**src/rtl/spi_pin_pkg.sv**
```systemverilog
package spi_pin_pkg;
  localparam int NPINS = 4;
  // Pin roles by index: 3 = MISO, 2 = MOSI, 1 = SCK, 0 = select / clock out
  localparam logic [NPINS-1:0] FORCE_IN_MST = 4'b1000;
  localparam logic [NPINS-1:0] FORCE_IN_SLV = 4'b0111;
  localparam logic [NPINS-1:0] DRIVE_MST    = 4'b0110;
  localparam logic [NPINS-1:0] DRIVE_SLV    = 4'b1000;
  localparam logic [NPINS-1:0] CLKOUT_PIN   = 4'b0001;
endpackage

```
**src/rtl/spi_pin_lane.sv**
```systemverilog
module spi_pin_lane #(
  parameter bit FORCE_MST = 1'b0,
  parameter bit FORCE_SLV = 1'b0,
  parameter bit DRV_MST   = 1'b0,
  parameter bit DRV_SLV   = 1'b0,
  parameter bit CLKO_CAP  = 1'b0
) (
  input  logic clk,
  input  logic rst_n,
  input  logic spi_en,
  input  logic spi_master,
  input  logic dir,
  input  logic port,
  input  logic spi_val,
  input  logic clkout_act,
  input  logic clkout_val,
  output logic oe,
  output logic out,
  output logic pu
);
  logic forced, drv_spi, clk_own, val;

  always_comb begin
    forced  = spi_en & (spi_master ? FORCE_MST : FORCE_SLV);
    drv_spi = spi_en & (spi_master ? DRV_MST : DRV_SLV);
    clk_own = CLKO_CAP & clkout_act;
    oe      = clk_own | (~forced & dir);
    if (clk_own)      val = clkout_val;
    else if (drv_spi) val = spi_val;
    else              val = port;
    out = oe & val;
    pu  = ~oe & port;
  end

  // a pin owned as input by the SPI never drives
  a_r1_forced_input: assert property (@(posedge clk) disable iff (!rst_n)
    (spi_en && spi_master && FORCE_MST) || (spi_en && !spi_master && FORCE_SLV) |-> !oe);
  a_r4_pullup_input_only: assert property (@(posedge clk) disable iff (!rst_n)
    pu |-> !oe);
  a_r5_quiet_input: assert property (@(posedge clk) disable iff (!rst_n)
    !oe |-> !out);
endmodule

```
**src/rtl/spi_clkout_div2.sv**
```systemverilog
module spi_clkout_div2 (
  input  logic clk,
  input  logic rst_n,
  output logic q
);
  logic q_next;

  always_comb q_next = ~q;

  always_ff @(posedge clk or negedge rst_n) begin
    if (!rst_n) q <= 1'b0;
    else        q <= q_next;
  end

  a_r7_div_toggles: assert property (@(posedge clk) disable iff (!rst_n)
    $past(rst_n) |-> (q != $past(q)));
endmodule

```
**src/rtl/spi_pin_inroute.sv**
```systemverilog
module spi_pin_inroute #(
  parameter int NPINS = 4
) (
  input  logic             clk,
  input  logic             rst_n,
  input  logic [NPINS-1:0] pin_in,
  input  logic             spi_en,
  input  logic             spi_master,
  output logic             spi_sck_in,
  output logic             spi_mosi_in,
  output logic             spi_miso_in,
  output logic             slave_active,
  output logic             ext_irq1,
  output logic             ext_irq2
);
  always_comb begin
    spi_miso_in  = pin_in[3];
    spi_mosi_in  = pin_in[2];
    spi_sck_in   = pin_in[1];
    slave_active = spi_en & ~spi_master & ~pin_in[0];
    ext_irq2     = spi_en ? 1'b1 : pin_in[3];
    ext_irq1     = spi_en ? 1'b1 : pin_in[2];
  end

  a_r8_irq_idle: assert property (@(posedge clk) disable iff (!rst_n)
    spi_en |-> (ext_irq1 && ext_irq2));
  a_r6_select_low: assert property (@(posedge clk) disable iff (!rst_n)
    slave_active |-> (!pin_in[0] && !spi_master));
endmodule

```
**src/rtl/spi_pin_mux.sv**
```systemverilog
module spi_pin_mux
  import spi_pin_pkg::*;
(
  input  logic             clk,
  input  logic             rst_n,
  input  logic [NPINS-1:0] dir_bits,
  input  logic [NPINS-1:0] port_bits,
  input  logic [NPINS-1:0] pin_in,
  input  logic             spi_en,
  input  logic             spi_master,
  input  logic             spi_sck_out,
  input  logic             spi_mosi_out,
  input  logic             spi_miso_out,
  input  logic             clkout_en,
  output logic [NPINS-1:0] pad_oe,
  output logic [NPINS-1:0] pad_out,
  output logic [NPINS-1:0] pad_pu,
  output logic             spi_sck_in,
  output logic             spi_mosi_in,
  output logic             spi_miso_in,
  output logic             slave_active,
  output logic             ext_irq1,
  output logic             ext_irq2
);
  logic [NPINS-1:0] spi_drv;
  logic             div_q;
  logic             clkout_act;

  assign spi_drv    = {spi_miso_out, spi_mosi_out, spi_sck_out, 1'b0};
  assign clkout_act = ~spi_en & clkout_en;

  spi_clkout_div2 u_div (.clk(clk), .rst_n(rst_n), .q(div_q));

  for (genvar i = 0; i < NPINS; i++) begin : g_lane
    spi_pin_lane #(
      .FORCE_MST(FORCE_IN_MST[i]), .FORCE_SLV(FORCE_IN_SLV[i]),
      .DRV_MST(DRIVE_MST[i]), .DRV_SLV(DRIVE_SLV[i]), .CLKO_CAP(CLKOUT_PIN[i])
    ) u_lane (
      .clk(clk), .rst_n(rst_n), .spi_en(spi_en), .spi_master(spi_master),
      .dir(dir_bits[i]), .port(port_bits[i]), .spi_val(spi_drv[i]),
      .clkout_act(clkout_act), .clkout_val(div_q),
      .oe(pad_oe[i]), .out(pad_out[i]), .pu(pad_pu[i])
    );
  end

  spi_pin_inroute #(.NPINS(NPINS)) u_in (
    .clk(clk), .rst_n(rst_n), .pin_in(pin_in), .spi_en(spi_en),
    .spi_master(spi_master), .spi_sck_in(spi_sck_in), .spi_mosi_in(spi_mosi_in),
    .spi_miso_in(spi_miso_in), .slave_active(slave_active),
    .ext_irq1(ext_irq1), .ext_irq2(ext_irq2)
  );

  a_r7_clkout_drives: assert property (@(posedge clk) disable iff (!rst_n)
    clkout_act |-> pad_oe[0]);
endmodule

```
**config.mk**
```make
export PLATFORM = sky130hd
export DESIGN_NAME = spi_pin_mux
export DESIGN_NICKNAME = d
export VERILOG_FILES = /design/src/rtl/spi_pin_pkg.sv /design/src/rtl/spi_pin_lane.sv /design/src/rtl/spi_clkout_div2.sv /design/src/rtl/spi_pin_inroute.sv /design/src/rtl/spi_pin_mux.sv
export SDC_FILE = /design/constraint.sdc
export NUM_CORES = 1
export LEC_CHECK = 0
export BUFFER_PORTS_ARGS = -buffer_cell sky130_fd_sc_hd__clkbuf_2
export CORE_AREA = 2 2 39 41
export CTS_CLUSTER_SIZE = 28
export DETAILED_ROUTE_END_ITERATION = 8
export DIE_AREA = 0 0 41 43
export GPL_ROUTABILITY_DRIVEN = 0
export MAX_ROUTING_LAYER = met4
export PLACE_DENSITY_LB_ADDON = 0.12
export SLEW_MARGIN = 5
export SYNTH_ARGS = -nofsm -noshare
export SYNTH_HDL_FRONTEND = slang
export SYNTH_HIERARCHICAL = 1
export SYNTH_SLANG_ARGS = --single-unit
```
**constraint.sdc**
```tcl
create_clock -name clk -period 0.9 [get_ports clk]
set_clock_uncertainty 0.2 [all_clocks]
set_input_delay 0.18 -clock clk [delete_from_list [all_inputs] [get_ports clk]]
set_output_delay 0.18 -clock clk [all_outputs]
set_load 0.02 [all_outputs]
```
======== Yosys cells after proc, flatten, opt, wreduce, memory -nomap -nowiden ========
Cells that the tools add are included.
storage, ports and cells
  bits in registers ....................... 1
  input bits .............................. 20
cells by class
  muxes and demuxes ....................... 8
  bitwise gates (word level) .............. 28
operator list
  kind              count
  1-bit AND         17
  1-bit NOT         10
  1-bit 2-to-1 mux  8
  1-bit OR          1

======== Logic depth before layout (Yosys ltp) ========
Gate-level depths: netlist (run 1).
  depth after elaboration ................. 7
  mapped depth ............................ 3
  depth with buffers taken out ............ 3

======== Cells and area by module ========
The synthesis (run 1) kept the hierarchy.
by module, submodules not included
  module                               times used  cells an instance  area an instance (um^2)
  spi_pin_lane (g_lane[1].u_lane ...)  2           6                  37.5
  spi_pin_lane (g_lane[0].u_lane)      1           6                  50.0
  spi_pin_inroute                      1           6                  47.5
  spi_pin_lane (g_lane[3].u_lane)      1           5                  37.5
  spi_clkout_div2                      1           2                  28.8
  spi_pin_mux                          1           2                  17.5

======== Worst setup path before layout (run 1) ========
Ideal clock, no wire load.
  kind .................................... input-to-output
  start ................................... input port spi_master
  end ..................................... output port pad_pu[0]
  arrival time ............................ 0.887 ns
  data required time ...................... 0.520 ns
  slack ................................... -0.367 ns
  stages .................................. 2
  path buffers ............................ 0
  cell sequence ........................... nand2b_4 -> a211oi_1
between the ends
  longest elaborated chain between the ends .. 7
RTL lines
  item                RTL line            text
  start: declaration  spi_pin_mux.sv:10   input logic spi_master,
  1-bit 2-to-1 mux    spi_pin_lane.sv:24  forced = spi_en & (spi_master ? FORCE_MST : FORCE_SLV);
  1-bit AND           spi_pin_lane.sv:24
  1-bit NOT           spi_pin_lane.sv:27  oe = clk_own | (~forced & dir);
  1-bit AND           spi_pin_lane.sv:27
  1-bit OR            spi_pin_lane.sv:27
  1-bit NOT           spi_pin_lane.sv:32  pu = ~oe & port;
  1-bit AND           spi_pin_lane.sv:32
  end: declaration    spi_pin_mux.sv:17   output logic [NPINS-1:0] pad_pu,
No other way between the ends.

======== Final worst setup path (run 1) ========
  start ................................... input port spi_en
  end ..................................... output port pad_out[0]
between the ends
  elaborated cells between the ends (all ways) .. 8
RTL lines
  item                                                 RTL line                                text
  start: declaration                                   spi_pin_mux.sv:9                        input logic spi_en,
  1-bit NOT *                                          spi_pin_mux.sv:30                       assign clkout_act = ~spi_en & clkout_en;
  1-bit AND *                                          spi_pin_mux.sv:30
  via clkout_act                                       spi_pin_mux.sv:27                       logic clkout_act;
  1-bit OR / 1-bit 2-to-1 mux (equally long branches)  spi_pin_lane.sv:27, spi_pin_lane.sv:28
  1-bit AND *                                          spi_pin_lane.sv:31                      out = oe & val;
  end: declaration                                     spi_pin_mux.sv:16                       output logic [NPINS-1:0] pad_out,
The timed path passes the listed nets; every way through them passes the cells marked *.

==> results of run 1 <==
## worst max-delay path: cells and delay by family
kind | cells | cell delay, ns
AND/OR/NAND/NOR | 2 | 0.18
AO/OA/AOI/OAI | 1 | 0.24
buffers and inverters | 2 | 0.26
## what timing repair did
item,CTS,global route
setup endpoints to repair,16,16
pin swaps,8,2
hold buffers,1,0
endpoints found under the hold margin,1,0
resized for setup,34,13
setup buffers,2,0
## power groups by stage
stage	Clock [W]	Combinational, W	Sequential (W)
after floorplan	0	0.000167	0.0000458
after global placement	0	0.000292	0.0000458
after detailed placement	0	0.000291	0.0000458
after CTS	0	0.000379	0.0000458
after global routing	0	0.000426	0.0000458
final	0	0.000402	0.0000458
## metrics by stage
step	setup TNS, ns	area [sq um]	power [W]	instances	setup WS [ns]
floorplan	-0.352	324	0.000213	32	-0.165
global placement	-5.64	554	0.000338	86	-0.427
detailed placement	-5.71	554	0.000337	86	-0.422
CTS	-4.55	736	0.000425	89	-0.351
global route	-4.78	756	0.000472	89	-0.388
finish	-4.36	756	0.000448	89	-0.342
## layout make-up
cell class	count	area (sq um)
fill	124	628
multi-input combinational	26	269
inverter	2	7.51
tap	16	20.0
timing repair buffer	44	434
sequential	1	25.0
## worst paths after layout
path | from | to | slack, ns | cells past startpoint
worst max-delay path | spi_en | pad_out[0] | -0.34 | 5
worst min-delay path | pin_in[1] | spi_sck_in | 0.16 | 0
worst max register to register | u_div/q$_DFF_PN0_ | u_div/q$_DFF_PN0_ | 0.12 | 2
worst min register to register | u_div/q$_DFF_PN0_ | u_div/q$_DFF_PN0_ | 0.30 | 2
max in group asynchronous | rst_n | u_div/q$_DFF_PN0_ | 0.11 | 2
min in group asynchronous | rst_n | u_div/q$_DFF_PN0_ | 0.31 | 2
## placed cells by master, fill, tap and decap left out, types with 3 or more instances in the layout
master    count
nand3b_1      3
a21boi_4      3
buf_4         4
buf_8         8
nand2_1       3
clkbuf_8      6
clkbuf_2     18
buf_6         5
nand2b_4      3
## routing by layer
layer	GRT usage [%]	share of wire [%]	vias up
met5	-	0	-
met4	0	0	0
met3	0	7.4	0
met2	22.5	58	21
met1	13.8	34	175
li1	-	-	194
==> metrics.md, run 1 <==
| Metric | Value |
|---|---|
| Largest net degree at the start of global routing | `10` |
| CP endpoint kind | `primary output` |
| RSZ-0062 raised after global routing | `yes` |
| F_max | `805 MHz` |
| Initial Utilization | `18.3%` |
| Die height | `43 microns` |
| DP Wirelength | `658 microns` |
| PD cells | `592 nW/um^2` |
| Sequence of cells on the critical path | `clkbuf_16 -> nor2b_4 -> nor2b_1 -> a32o_2 -> buf_8` |
| Status | `complete, but fails checks` |
| Vias per cell | `4.38` |
| Sw Ratio | `37.4%` |
| Fin nets | `95` |
| Mean Syn Cell Area | `7.90 sq um` |
| Mapped Area | `253 sq um` |
| Worst path max stage delay | `0.24 ns` |
| First-pass GRT wire length | `1460 microns` |
| Via count | `390` |
| Drt wl/cell | `10.3 microns` |
| Net Switching | `0.000167 W` |
| Drt first pass iters | `4` |
| Vias in the first global route | `343` |
| Final WS setup | `-0.342 ns` |
| Initial antenna violation count | `0` |
| WHS | `0.160 ns` |
| Setup violators final | `15` |
| Layout cell share with drive strength beyond 1 | `78.1%` |
| Combinational power share | `89.8%` |
| Biggest register | `u_div/q` |
| Grt total ovfl | `0` |
| Critical path launch point type | `input pin` |
| Core area | `1380 sq um` |
| Max Cap Viol | `0` |
| Yosys Warn Count | `6` |
| Top flop regs | `u_div/q (1)` |
| Die area | `1760 sq um` |
| Die width | `41 microns` |
| Crit-path max FO | `4` |
| Final core occ | `54.6%` |
| Area Overhead vs Synth | `199%` |
| Slew Limit Fails | `0` |
| Reg power frac | `10.2%` |
| FP Rows | `14` |
| Static leakage | `0.401 nW` |
| Synth Instances | `32` |
| # DRC | `0` |
| Power share of the clock group | `0%` |
| IO Pins | `38` |
| Final Hold Fails | `0` |
| Diode count | `0` |
| Final ANT Viol Nets | `0` |
| Mapped Nets | `52` |
| Crit Path Class | `in -> out` |
| Crit-path slowest cell | `a32o_2` |
| Failing checks | `negative setup slack` |
| Slew HR | `88.5%` |
| Worst endpoint data arrival time | `0.86 ns` |
| Initial DRC count | `2` |
| Clock Latency Late Sink | `0 ns` |
| Final critical-path required period | `1.24 ns` |
| Max FFs per register | `1` |
| Final Cycle Share | `138%` |
| Hold/Removal Path Class | `in -> out` |
| Total GRT Usage | `11.8%` |
| Max rail drop VDD | `0.000254 V` |
| Port buffer count | `35` |
| Critical Path RT | `0.52 ns` |
| Routed WL | `915 microns` |
| Worst Tran Pin Value | `0.172 ns` |
| Cell internal pwr | `0.000280 W` |
No activity file was read; power rests on OpenSTA's default activity.
==> run 2, diff against run 1 <==
--- a/config.mk
+++ b/config.mk
@@ -11,6 +11,7 @@
 export DETAILED_ROUTE_END_ITERATION = 8
 export DIE_AREA = 0 0 41 43
 export GPL_ROUTABILITY_DRIVEN = 0
+export GPL_TIMING_DRIVEN = 0
 export MAX_ROUTING_LAYER = met4
 export PLACE_DENSITY_LB_ADDON = 0.12
 export SLEW_MARGIN = 5
==> metrics.md, run 2 (same netlist as run 1, synthesis figures left out) <==
| Metric | Value |
|---|---|
| Status | `complete, but fails checks` |
| Failing checks | `negative setup slack` |
| Hold Crit Depth | `1` |
| Critical Path RT | `0.52 ns` |
| Final critical-path required period | `1.25 ns` |
| Max rail drop VDD | `0.000302 V` |
| Drt wl/cell | `9.88 microns` |
| Via count | `388` |
| Static leakage | `0.414 nW` |
| Sequence of cells on the critical path | `clkbuf_16 -> nor2b_4 -> nor2b_2 -> a32o_2 -> buf_8` |
| Post-DP Area | `524 sq um` |
| CP endpoint kind | `primary output` |
| Initial antenna violation count | `0` |
| Crit Path Class | `in -> out` |
| WHS | `0.206 ns` |
| Max Cap Viol | `0` |
| Final Hold Fails | `0` |
| Core area | `1380 sq um` |
| Total GRT Usage | `11.7%` |
| Top flop regs | `u_div/q (1)` |
| Die width | `41 microns` |
| Commonest non-fill, non-tap cell in the layout | `clkbuf_2` |
| Die height | `43 microns` |
| Reg area | `25.0 sq um` |
| Die area | `1760 sq um` |
| Power Total | `0.000459 W` |
| Fill count | `123` |
| Grt total ovfl | `0` |
| Most frequent cells in the layout | `clkbuf_2 (17), clkbuf_8 (9), buf_4 (8), buf_8 (5)` |
| F_max | `799 MHz` |
| FP Rows | `14` |
| M1 GR Usage | `15.6%` |
| Footprint of the multi-input gates | `278 sq um` |
| Initial DRC count | `0` |
| # DRC | `0` |
| Final ANT Viol Nets | `0` |
| Clk pin slew, worst setup/hold paths | `0 ns` |
| Slew Limit Fails | `0` |
| Final Cycle Share | `139%` |
| Max FFs per register | `1` |
| Crit-path max FO | `4` |
| Fin nets | `98` |
| Largest net degree at the start of global routing | `8` |
| DP Wirelength | `663 microns` |
| IO Pins | `38` |
| Critical path launch point type | `input pin` |
| Clock Latency Late Sink | `0 ns` |
| Hold/Removal Path Class | `reg -> reg` |
| PD cells | `590 nW/um^2` |
| Met3 Track Usage GR | `0.524%` |
| Drt first pass iters | `1` |
| Slew HR | `88.5%` |
| Worst path max stage delay | `0.24 ns` |
| Worst Reg-to-Reg Cells | `1` |
| First-pass GRT wire length | `1510 microns` |
| Biggest register | `u_div/q` |
| Setup violators final | `15` |
| Gr busiest metal | `met2` |
| RSZ-0062 raised after global routing | `yes` |
| Layout cell share with drive strength beyond 1 | `80.3%` |
| Fin area | `778 sq um` |
| Diode count | `0` |
| Crit-path slowest cell | `a32o_2` |
| Final WS setup | `-0.352 ns` |
| Initial Utilization | `18.3%` |
| Vias per cell | `4.22` |
| Setup TNS | `-4.49 ns` |
| Worst endpoint data arrival time | `0.87 ns` |
| Port buffer count | `36` |
| Routed WL | `909 microns` |
| Vias in the first global route | `364` |
| Routing usage on met2 | `20.0%` |
| Area Overhead vs Synth | `208%` |
| Worst Tran Pin Value | `0.172 ns` |
==> run 2: cell count changes in the layout (fill, tap and decap cells not counted), sizes merged <==
cell | before | now
clkbuf | 25 | 28
==> run 2: layer usage <==
layer	up-vias	share of wire, %
met5	-	0
met4	0	0
met3	0	7.6
met2	21	53
met1	169	39
li1	198	-
==> run 2: power by group <==
group | leakage (nW) | switching, W | internal (W) | total, W
Sequential | 0.00927 | 0 | 0.0000458 | 0.0000458
Combinational | 0.405 | 0.000170 | 0.000244 | 0.000413
Clock | 0 | 0 | 0 | 0
Total | 0.414 | 0.000170 | 0.000289 | 0.000459
==> run 2: worst paths after layout <==
path,end,slack [ns],from
worst max-delay path,pad_out[0],-0.35,spi_en
worst min-delay path,u_div/q$_DFF_PN0_,0.21,u_div/q$_DFF_PN0_
worst max register to register,u_div/q$_DFF_PN0_,0.23,u_div/q$_DFF_PN0_
worst min register to register,u_div/q$_DFF_PN0_,0.21,u_div/q$_DFF_PN0_
max in group asynchronous,u_div/q$_DFF_PN0_,0.12,rst_n
min in group asynchronous,u_div/q$_DFF_PN0_,0.29,rst_n
==> run 2: area by class of cell <==
| cell class | count | area share (%) |
|---|---|---|
| Multi-Input combinational cell | 26 | 35.7 |
| Buffer | 3 | 3.86 |
| Inverter | 2 | 0.965 |
| Timing Repair Buffer | 44 | 53.7 |
| Tap cell | 16 | 2.57 |
| Sequential cell | 1 | 3.22 |
==> run 2: critical path: cells and delay by family <==
family	cells	cell delay, ns
compound gates	1	0.24
buf+inv	2	0.26
simple gates	2	0.19
==> run 2: per-stage QoR <==
stage / instances / setup slack (ns) / util (%)
after CTS: 91 / -0.363 / 54.3
final: 92 / -0.352 / 56.2
after detailed placement: 84 / -0.626 / 37.9
after global placement: 84 / -0.638 / 37.9
after floorplan: 32 / -0.165 / -
after global routing: 92 / -0.399 / 56.2
==> run 2: timing repair <==
action                                  CTS  global route
hold buffers                              1             0
buffers inserted                          6             1
pin swaps                                 4             1
endpoints found under the hold margin     1             0
endpoints found under the setup margin   17            17
resized for setup                        37            11
